--- config.mk ---
export PLATFORM = sky130hd
export DESIGN_NAME = can_bit_sampler
export DESIGN_NICKNAME = d
export VERILOG_FILES = /design/src/rtl/can_bs_pkg.sv /design/src/rtl/can_bs_sync.sv /design/src/rtl/can_bs_cfg.sv /design/src/rtl/can_bs_timer.sv /design/src/rtl/can_bit_sampler.sv
export SDC_FILE = /design/constraint.sdc
export NUM_CORES = 1
export LEC_CHECK = 0
export BUFFER_PORTS_ARGS = -buffer_cell sky130_fd_sc_hd__buf_4
export CELL_PAD_IN_SITES_DETAIL_PLACEMENT = 1
export CELL_PAD_IN_SITES_GLOBAL_PLACEMENT = 2
export CORE_MARGIN = 2
export CORE_UTILIZATION = 35
export DETAILED_ROUTE_END_ITERATION = 6
export PLACE_DENSITY = 0.82
export SLEW_MARGIN = 15
export SYNTH_ARGS = -nofsm -noshare
export SYNTH_HDL_FRONTEND = slang
export SYNTH_HIERARCHICAL = 1
export SYNTH_SLANG_ARGS = --single-unit
--- constraint.sdc ---
create_clock -name clk -period 3.6 [get_ports clk]
set_input_delay 0.9 -clock clk [delete_from_list [all_inputs] [get_ports clk]]
set_output_delay 0.9 -clock clk [all_outputs]
set_load 0.005 [all_outputs]
--- src/rtl/can_bs_pkg.sv ---
package can_bs_pkg;
  typedef enum logic {
    ST_IDLE = 1'b0,
    ST_RUN  = 1'b1
  } bs_state_e;
endpackage

--- src/rtl/can_bs_sync.sv ---
module can_bs_sync #(
  parameter int STAGES = 2
) (
  input  logic clk,
  input  logic rst_n,
  input  logic rx_i,
  output logic level_o,
  output logic fall_o
);
  logic [STAGES-1:0] pipe_q;
  logic              last_q;

  generate
    if (STAGES == 1) begin : g_one
      always_ff @(posedge clk or negedge rst_n) begin
        if (!rst_n) pipe_q <= '1;
        else        pipe_q <= rx_i;
      end
    end else begin : g_many
      always_ff @(posedge clk or negedge rst_n) begin
        if (!rst_n) pipe_q <= '1;
        else        pipe_q <= {pipe_q[STAGES-2:0], rx_i};
      end
    end
  endgenerate

  always_ff @(posedge clk or negedge rst_n) begin
    if (!rst_n) last_q <= 1'b1;
    else        last_q <= pipe_q[STAGES-1];
  end

  assign level_o = pipe_q[STAGES-1];
  assign fall_o  = last_q & ~level_o;


  fall_gap_chk: assert property (@(posedge clk) disable iff (!rst_n)
    fall_o |=> !fall_o);
endmodule

--- src/rtl/can_bs_cfg.sv ---
module can_bs_cfg #(
  parameter int CW = 12
) (
  input  logic          clk,
  input  logic          rst_n,
  input  logic          load_i,
  input  logic [CW-1:0] bit_i,
  input  logic [CW-1:0] spt_i,
  output logic [CW-1:0] bit_o,
  output logic [CW-1:0] spt_o
);
  always_ff @(posedge clk or negedge rst_n) begin
    if (!rst_n) begin
      bit_o <= '0;
      spt_o <= '0;
    end else if (load_i) begin
      bit_o <= bit_i;
      spt_o <= spt_i;
    end
  end


  cfg_hold_chk: assert property (@(posedge clk) disable iff (!rst_n)
    !load_i |=> ($stable(bit_o) && $stable(spt_o)));
endmodule

--- src/rtl/can_bs_timer.sv ---
module can_bs_timer #(
  parameter int CW = 12
) (
  input  logic          clk,
  input  logic          rst_n,
  input  logic          start_i,
  input  logic          run_i,
  input  logic          fall_i,
  input  logic [CW-1:0] spt_now_i,
  input  logic [CW-1:0] bit_q_i,
  input  logic [CW-1:0] spt_q_i,
  output logic          hit_o
);
  localparam int RW = CW + 1;

  logic [RW-1:0] remain_q;
  logic [RW-1:0] one_x;
  logic [RW-1:0] bit_x;
  logic [RW-1:0] spt_x;

  assign one_x = RW'(1);
  assign bit_x = {1'b0, bit_q_i};
  assign spt_x = {1'b0, spt_q_i};
  assign hit_o = run_i && (remain_q == '0);

  always_ff @(posedge clk or negedge rst_n) begin
    if (!rst_n) begin
      remain_q <= '0;
    end else if (start_i) begin
      remain_q <= {1'b0, spt_now_i} - one_x;
    end else if (run_i) begin
      unique case ({fall_i, hit_o})
        2'b11:   remain_q <= bit_x + spt_x - one_x;
        2'b10:   remain_q <= spt_x - one_x;
        2'b01:   remain_q <= bit_x - one_x;
        default: remain_q <= remain_q - one_x;
      endcase
    end
  end


  coincide_chk: assert property (@(posedge clk) disable iff (!rst_n)
    (run_i && fall_i && hit_o) |=> !hit_o);
endmodule

--- src/rtl/can_bit_sampler.sv ---
module can_bit_sampler
  import can_bs_pkg::*;
#(
  parameter int CW          = 12,
  parameter int IW          = 8,
  parameter int SYNC_STAGES = 2
) (
  input  logic          clk,
  input  logic          rst_n,
  input  logic          rx_i,
  input  logic [CW-1:0] cfg_bit_clks_i,
  input  logic [CW-1:0] cfg_spt_clks_i,
  input  logic          frame_done_i,
  output logic          bit_valid_o,
  output logic          bit_value_o,
  output logic [IW-1:0] bit_index_o
);
  bs_state_e     state_q;
  logic          level;
  logic          fall;
  logic          hit;
  logic          start;
  logic          is_idle;
  logic          is_run;
  logic [CW-1:0] bit_q;
  logic [CW-1:0] spt_q;
  logic [IW-1:0] idx_q;

  assign is_idle = (state_q == ST_IDLE);
  assign is_run  = (state_q == ST_RUN);
  assign start   = is_idle && !level;

  can_bs_sync #(.STAGES(SYNC_STAGES)) u_sync (
    .clk     (clk),
    .rst_n   (rst_n),
    .rx_i    (rx_i),
    .level_o (level),
    .fall_o  (fall)
  );

  can_bs_cfg #(.CW(CW)) u_cfg (
    .clk    (clk),
    .rst_n  (rst_n),
    .load_i (is_idle),
    .bit_i  (cfg_bit_clks_i),
    .spt_i  (cfg_spt_clks_i),
    .bit_o  (bit_q),
    .spt_o  (spt_q)
  );

  can_bs_timer #(.CW(CW)) u_timer (
    .clk       (clk),
    .rst_n     (rst_n),
    .start_i   (start),
    .run_i     (is_run),
    .fall_i    (fall),
    .spt_now_i (cfg_spt_clks_i),
    .bit_q_i   (bit_q),
    .spt_q_i   (spt_q),
    .hit_o     (hit)
  );

  always_ff @(posedge clk or negedge rst_n) begin
    if (!rst_n) begin
      state_q     <= ST_IDLE;
      idx_q       <= '0;
      bit_valid_o <= 1'b0;
      bit_value_o <= 1'b1;
      bit_index_o <= '0;
    end else begin
      bit_valid_o <= 1'b0;
      unique case (state_q)
        ST_IDLE: begin
          idx_q <= '0;
          if (!level) state_q <= ST_RUN;
        end
        ST_RUN: begin
          if (frame_done_i) begin
            state_q     <= ST_IDLE;
            idx_q       <= '0;
            bit_index_o <= '0;
          end else if (hit) begin
            bit_valid_o <= 1'b1;
            bit_value_o <= level;
            bit_index_o <= idx_q;
            idx_q       <= idx_q + IW'(1);
          end
        end
        default: state_q <= ST_IDLE;
      endcase
    end
  end


  valid_pulse_chk: assert property (@(posedge clk) disable iff (!rst_n)
    bit_valid_o |=> !bit_valid_o);


  idle_quiet_chk: assert property (@(posedge clk) disable iff (!rst_n)
    is_idle |=> !bit_valid_o);


  done_clear_chk: assert property (@(posedge clk) disable iff (!rst_n)
    (is_run && frame_done_i) |=> (is_idle && !bit_valid_o && bit_index_o == '0));
endmodule

==> key figures, run 1 <==
Status
  • Status: finished, final reports clean

Timing
  • Tmin final: 3240 ps
  • Fin crit share: 0.899
  • RSZ-0062 raised after global routing: no
  • Endpoints failing setup: 0
  • Slew Limit Fails: 0
  • TNS Setup: 0 ps
  • Setup Skew: 6.79 ps
  • Fmax: 309 MHz
  • Slew HR: 0.465
  • Slew at the pin closest to its max-slew limit: 802 ps
  • Hold Fails Final Rpt: 0

Routing
  • DR iter-0 viols: 155
  • Final WL: 11400 um
  • Drt via density: 5.38
  • Drt pass-1 iters: 4
  • Routed len/inst: 18.0 um
  • DRC viols: 0
  • Routed Antenna Nets: 0
  • DR vias: 3405

Synth
  • Share of Yosys cell area claimed by the top area cell type: 0.324
  • Syn_area_per_cell: 9.64 um2
  • Yosys top cell by area: dfrtp_1
  • Post-Syn Nets: 499
  • Synth Instances: 441
  • Netlist cell types: 64
  • Largest cells by area after synthesis: dfrtp_1 32%, ha_1 8.5%, mux2_4 7.1%
  • Synthesized cell area: 4250 um2
  • #FFs+latches synth: 59
  • Register area share after synthesis: 0.348
  • Yosys warning total: 6
  • EDFF count, synth: 0
  • Commonest cells in the netlist: 56 x inv_1, 55 x dfrtp_1, 29 x a21oi_1, 29 x ha_1
  • Count leader, synth: inv_1
  • FFs w/ async S/R, synth: 1.00
  • Post-synth top flop: dfrtp_1

Setup path
  • R2R Setup Slk: 360 ps
  • Data arrival, critical path: 3500 ps
  • Required @ worst endpoint: 3860 ps
  • Startpoint Class: flip-flop
  • WS Path Type: flip-flop to flip-flop
  • Reg2reg end: u_timer/remain_q[4]$_DFFE_PN0P_
  • Crit. End Element: flip-flop
  • Critical Path Fanout Max: 8
  • Reg2reg start: is_run$_DFF_PN0_
  • CP Launch Point: is_run$_DFF_PN0_
  • Reg2Reg Depth: 15

Layout
  • Share of cells above drive strength 1: 0.222
  • Post-layout util: 0.411
  • Final nets: 539
  • # diodes: 0
  • Area Growth Syn to Fin: 15.2%

GRT
  • Number of global-route vias before repair: 3553
  • GRT overflow: 0
  • Antenna violations before repair: 0
  • Tot GR Track Use: 0.188
  • Global-route wire length before repair: 18700 um
  • Largest net degree at the start of global routing: 60

CTS
  • Clk root buf: clkbuf_16
  • CTS Buf Count: 9
  • H-tree depth: 3
  • Cts hold-fix bufs: 0
  • Clock Latency Late Sink: 340 ps
  • Post-CTS sizing: 0
  • Sink Count: 59
  • Clock Path Buffers: 2
  • Clk pin slew, worst setup/hold paths: 50 ps
  • CTS tree: yes
  • Post-CTS setup buffers: 0

Worst hold path
  • Hold path startpoint: u_sync/pipe_q[0]$_DFF_PN1_
  • Worst hold endpoint: u_sync/pipe_q[1]$_DFF_PN1_
  • Hold crit path type: flip-flop to flip-flop
  • Hold Path Cell Cnt: 0

Power
  • Net Sw Power: 0.00109 W
  • Clock share of power: 0.263
  • Combinational power share: 0.418
  • Pwr/cell area: 599 nW/um2
  • VDD IR max: 257 uV
  • Leak pwr: 2.22 nW
  • Flop pwr share: 0.319
  • Cell Int Power: 0.00184 W
  • Sw frac: 0.373

Floorplanning
  • IO Pins: 38
  • # rows: 40
  • Die area: 13000 um2
  • Die span in y: 114 um
  • Initial Util: 0.357
  • Die X: 114 um
  • Core area: 11900 um2

Placed design
  • # port buffers: 37
  • Final HPWL DP: 8330 um
  • RePlAce Congestion: 0.811

Flow run
  • Max_cap viols: 0
-- layout make-up --
type | count | area [um2]
clock inverters | 4 | 20.0
fillers | 1391 | 7010
well taps | 147 | 184
clock buffers | 12 | 236
inverters | 59 | 221
multi-input cells | 307 | 2420
repair buffers | 45 | 338
flip-flops and latches | 59 | 1480
-- power by group through the flow --
stage	combinational (W)	sequential [W]	clock, W
2_1_floorplan	0.000900	0.000908	0
3_5_place_dp	0.00123	0.000946	0
6_report	0.00123	0.000937	0.000771
3_3_place_gp	0.00120	0.000936	0
5_1_grt	0.00138	0.000958	0.000823
4_1_cts	0.00124	0.000936	0.000786
-- registers in the layout, indices dropped and copies added, names as in the netlist --
name	cells
bit_value_o	1
u_sync/last_q	1
is_run	1
u_sync/pipe_q	2
u_timer/remain_q	13
bit_index_o	8
bit_valid_o	1
idx_q	8
u_cfg/spt_o	12
u_cfg/bit_o	12
-- worst max-delay path, cell delays in order, from the launching register on --
cell and delay [ps]:
dfrtp_1 350, clkinv_1 80, nor4_1 360, and4_1 300
inv_1 60, ha_1 270, a221o_1 320, o21ai_1 170
ha_1 290, nor3b_1 250, xnor2_1 90, nand2_1 60
o21ai_0 90, o221ai_1 190, o21ai_0 100, o21ai_0 150
-- routing by layer --
metal	wire, um	track usage	vias to the layer above
met5	0	0	-
met4	177	0.0618	0
met3	420	0.0355	13
met2	5650	0.318	56
met1	5160	0.242	1698
li1	-	-	1638
-- placed cells by master (no fill, tap or decap), types with 3 or more instances in the layout --
cell type  instances
a21oi_1           29
dfstp_2            4
o21ai_1           13
clkbuf_16          9
o21bai_1           3
nor3_1             8
clkbuf_1           3
nor3_2             3
clkinv_2           4
a221o_2            3
nand2_1           20
nand3_1           10
xnor2_1           19
o21ai_0           20
dfrtp_1           55
a21o_1             4
mux2_4            20
nor4_1             4
o2bb2ai_1          8
inv_1             56
o211ai_1           4
ha_1              29
mux2_2             5
nand4_1            4
nor2_1            17
or3_1              5
a22oi_1            4
buf_4             45
and2_1             3
o221ai_1           3
xor2_1            13
a221o_1            3
nor2b_1           13
a211oi_1           7
-- through the flow --
stage	worst slack [ps]	hold slack (ps)	cells	total power, W	area, um2
after global routing	98.1	358	633	0.00316	4900
after global placement	583	357	617	0.00213	4640
after CTS	409	359	633	0.00296	4900
after floorplan	222	345	441	0.00181	4250
after detailed placement	473	356	617	0.00217	4640
final	364	354	633	0.00293	4900
-- worst max path at each step --
stage | cells past startpoint | slack (ps) | end
global route | 15 | 100 | u_timer/remain_q[4]$_DFFE_PN0P_
finish | 15 | 360 | u_timer/remain_q[4]$_DFFE_PN0P_
detailed placement | 15 | 470 | u_timer/remain_q[4]$_DFFE_PN0P_
CTS | 15 | 410 | u_timer/remain_q[4]$_DFFE_PN0P_
global placement | 15 | 580 | u_timer/remain_q[4]$_DFFE_PN0P_
floorplan | 15 | 220 | u_timer/remain_q[4]$_DFFE_PN0P_
-- logic make-up (layout without fill, tap and decap cells) --
| logic type | count (synthesis) | in the layout | synth area share |
|---|---|---|---|
| compound gates | 116 | 116 | 0.186 |
| simple gates | 102 | 102 | 0.138 |
| buf+inv | 75 | 120 | 0.0830 |
| flops | 59 | 59 | 0.348 |
| xor+xnor | 32 | 32 | 0.0659 |
| fa+ha+maj | 30 | 30 | 0.0901 |
| mux | 27 | 27 | 0.0886 |
Power figures use the tool's default switching activity.
==> inputs of run 2 (changes only) <==
--- a/config.mk
+++ b/config.mk
@@ -9,9 +9,9 @@
 export CELL_PAD_IN_SITES_DETAIL_PLACEMENT = 1
 export CELL_PAD_IN_SITES_GLOBAL_PLACEMENT = 2
 export CORE_MARGIN = 2
-export CORE_UTILIZATION = 35
+export CORE_UTILIZATION = 41
 export DETAILED_ROUTE_END_ITERATION = 6
-export PLACE_DENSITY = 0.82
+export PLACE_DENSITY = 0.95
 export SLEW_MARGIN = 15
 export SYNTH_ARGS = -nofsm -noshare
 export SYNTH_HDL_FRONTEND = slang
==> constraint.sdc (replaced) <==
create_clock -name clk -period 3.89 [get_ports clk]
set_input_delay 0.9725 -clock clk [delete_from_list [all_inputs] [get_ports clk]]
set_output_delay 0.9725 -clock clk [all_outputs]
set_load 0.005 [all_outputs]
==> run 2 against run 1 <==
  * Non-clock buffer count decreased by 1
  * Worst hold slack improved by 10 ps
  * Clock skew about the same
  * Largest power group unchanged
  * Wire length increased by 0.42%
  * Via count increased by 0.56%
  * Sequential power decreased by 7.3%
  * Setup slack improved by 85 ps
  * Design area decreased by 1.3%
==> key figures, run 2 (same netlist as run 1, synthesis figures left out) <==
Layout
  • Fill cells: 1203 (-14%)
  • Largest Register: u_timer/remain_q
  • # diodes: 0 (unchanged)
  • Final nets: 538 (-0.19%)
  • Most frequent cells in the layout: 56 x inv_1, 55 x dfrtp_1, 44 x buf_4, 29 x a21oi_1, 29 x ha_1
  • Regs by FF count: u_timer/remain_q x13, u_cfg/bit_o x12, u_cfg/spt_o x12
  • Area Growth Syn to Fin: 13.7%
  • Share of cells above drive strength 1: 0.227 (+0.00458)
  • FF/Latch Area: 1480 um2 (unchanged)
  • Max FFs per register: 13 (unchanged)
  • Multi-input gate area: 2420 um2 (unchanged)
  • Commonest non-fill, non-tap cell in the layout: inv_1

Routing
  • WL met1: 5100 um (-1.2%)
  • Routed Antenna Nets: 0 (unchanged)
  • DRC viols: 0 (unchanged)
  • Met2 wire length: 5800 um (+2.7%)
  • Final WL: 11400 um (+0.42%)
  • Drt pass-1 iters: 4 (unchanged)
  • DR iter-0 viols: 125 (-19%)
  • Routed len/inst: 18.4 um (+2.4%)
  • WL met3: 390 um (-7.1%)
  • Drt via density: 5.51 (+2.5%)
  • Highest routing layer actually used: met4
  • DR vias: 3424 (+0.56%)

GRT
  • Tot GR Track Use: 0.218 (+0.0302)
  • Number of global-route vias before repair: 3709 (+4.4%)
  • GRT overflow: 0 (unchanged)
  • Largest net degree at the start of global routing: 60 (unchanged)
  • Global-route wire length before repair: 19000 um (+1.4%)
  • Antenna violations before repair: 0 (unchanged)

CTS
  • Sink Count: 59 (unchanged)
  • Clock Latency Late Sink: 350 ps (about the same)
  • Clk root buf: clkbuf_8
  • Cts hold-fix bufs: 0 (unchanged)
  • Clock Path Buffers: 2 (unchanged)
  • Post-CTS setup buffers: 0 (unchanged)
  • CTS Buf Count: 9 (unchanged)
  • Post-CTS sizing: 0 (unchanged)
  • CTS tree: yes
  • H-tree depth: 3 (unchanged)
  • Clk pin slew, worst setup/hold paths: 70 ps (+20 ps)

Timing
  • Hold Fails Final Rpt: 0 (unchanged)
  • Fin crit share: 0.885 (-0.0144)
  • Slew Limit Fails: 0 (unchanged)
  • Endpoints failing setup: 0 (unchanged)
  • Setup Skew: 6.98 ps (+0.185 ps)
  • Slew HR: 0.475 (+0.0101)
  • Fmax: 291 MHz (-5.9%)
  • Slew at the pin closest to its max-slew limit: 787 ps (-15.1 ps)
  • Tmin final: 3440 ps (+205 ps)
  • RSZ-0062 raised after global routing: no
  • TNS Setup: 0 ps (unchanged)

Setup path
  • Critical Path Fanout Max: 18 (+10)
  • Startpoint Class: flip-flop
  • Required @ worst endpoint: 4160 ps (+300 ps)
  • Data arrival, critical path: 3710 ps (+210 ps)
  • Crit. End Element: flip-flop
  • WS Path Type: flip-flop to flip-flop

Floorplanning
  • IO Pins: 38 (unchanged)
  • Initial Util: 0.417 (+0.0605)
  • Die span in y: 106 um (-7.3%)
  • # rows: 37 (-7.5%)
  • Die area: 11200 um2 (-14%)
  • Core area: 10200 um2 (-14%)
  • Die X: 106 um (-7.3%)

Worst hold path
  • Hold crit path type: flip-flop to flip-flop

Flow run
  • Max_cap viols: 0 (unchanged)

Placed design
  • # port buffers: 37 (unchanged)
  • Final HPWL DP: 8400 um (+0.83%)
  • RePlAce Congestion: 0.817 (+0.81%)

Power
  • Leak pwr: 2.20 nW (-1.2%)
  • Pwr/cell area: 544 nW/um2 (-9.2%)
  • VDD IR max: 246 uV (-4.6%)
  • Total chip power: 0.00263 W (-10%)

Status
  • Status: finished, final reports clean
run 2: worst paths after layout:
kind                                                  from                         endpoint  slack (ps)  cells after the start
worst max-delay path                      is_run$_DFF_PN0_  u_timer/remain_q[4]$_DFFE_PN0P_         450                     15
min in group asynchronous                            rst_n       u_cfg/bit_o[3]$_DFFE_PN0P_         710                      1
worst max register to register            is_run$_DFF_PN0_  u_timer/remain_q[4]$_DFFE_PN0P_         450                     15
worst min register to register  u_sync/pipe_q[0]$_DFF_PN1_       u_sync/pipe_q[1]$_DFF_PN1_         360                      0
worst min-delay path            u_sync/pipe_q[0]$_DFF_PN1_       u_sync/pipe_q[1]$_DFF_PN1_         360                      0
max in group asynchronous                            rst_n       u_cfg/bit_o[6]$_DFFE_PN0P_        2670                      1
run 2: area by class of cell:
cell class / instances / share of cell area
Multi-Input combinational cell: 307 / 0.500
Sequential cell: 59 / 0.306
Timing Repair Buffer: 44 / 0.0683
Inverter: 59 / 0.0458
Tap cell: 136 / 0.0352
Clock buffer: 12 / 0.0342
Clock inverter: 4 / 0.00984
run 2: report_power, final:
part	switching [W]	total [W]	internal, W	leakage [nW]
clock network	0.000266	0.000612	0.000346	0.108
logic	0.000614	0.00115	0.000534	1.37
registers	0.000127	0.000869	0.000742	0.715
total	0.00101	0.00263	0.00162	2.20
run 2: routing by layer:
| layer | vias up | GRT usage |
|---|---|---|
| li1 | 1630 | - |
| met1 | 1712 | 0.282 |
| met2 | 65 | 0.380 |
| met3 | 17 | 0.0254 |
| met4 | 0 | 0.0724 |
| met5 | - | 0 |
run 2: critical path, cell delays in order, from the launching register on:
cell and delay (ps):
dfrtp_1 360, clkinv_1 80, nor4_1 280, and4_1 240
buf_4 240, ha_1 360, inv_1 230, o21ai_1 320
ha_1 300, nor3b_1 290, xnor2_1 110, nand2_1 60
o21ai_0 80, o221ai_1 180, o21ai_0 100, o21ai_0 130
run 2: per-stage QoR:
step                      cells  hold slack [ps]   util  setup WS [ps]  area, um2
after floorplan             441              345      -            512       4250
after detailed placement    605              357  0.454            434       4620
final                       621              364  0.475            449       4830
after global placement      605              358  0.454            629       4620
after global routing        621              372  0.475           45.6       4830
after CTS                   621              365  0.475            405       4830
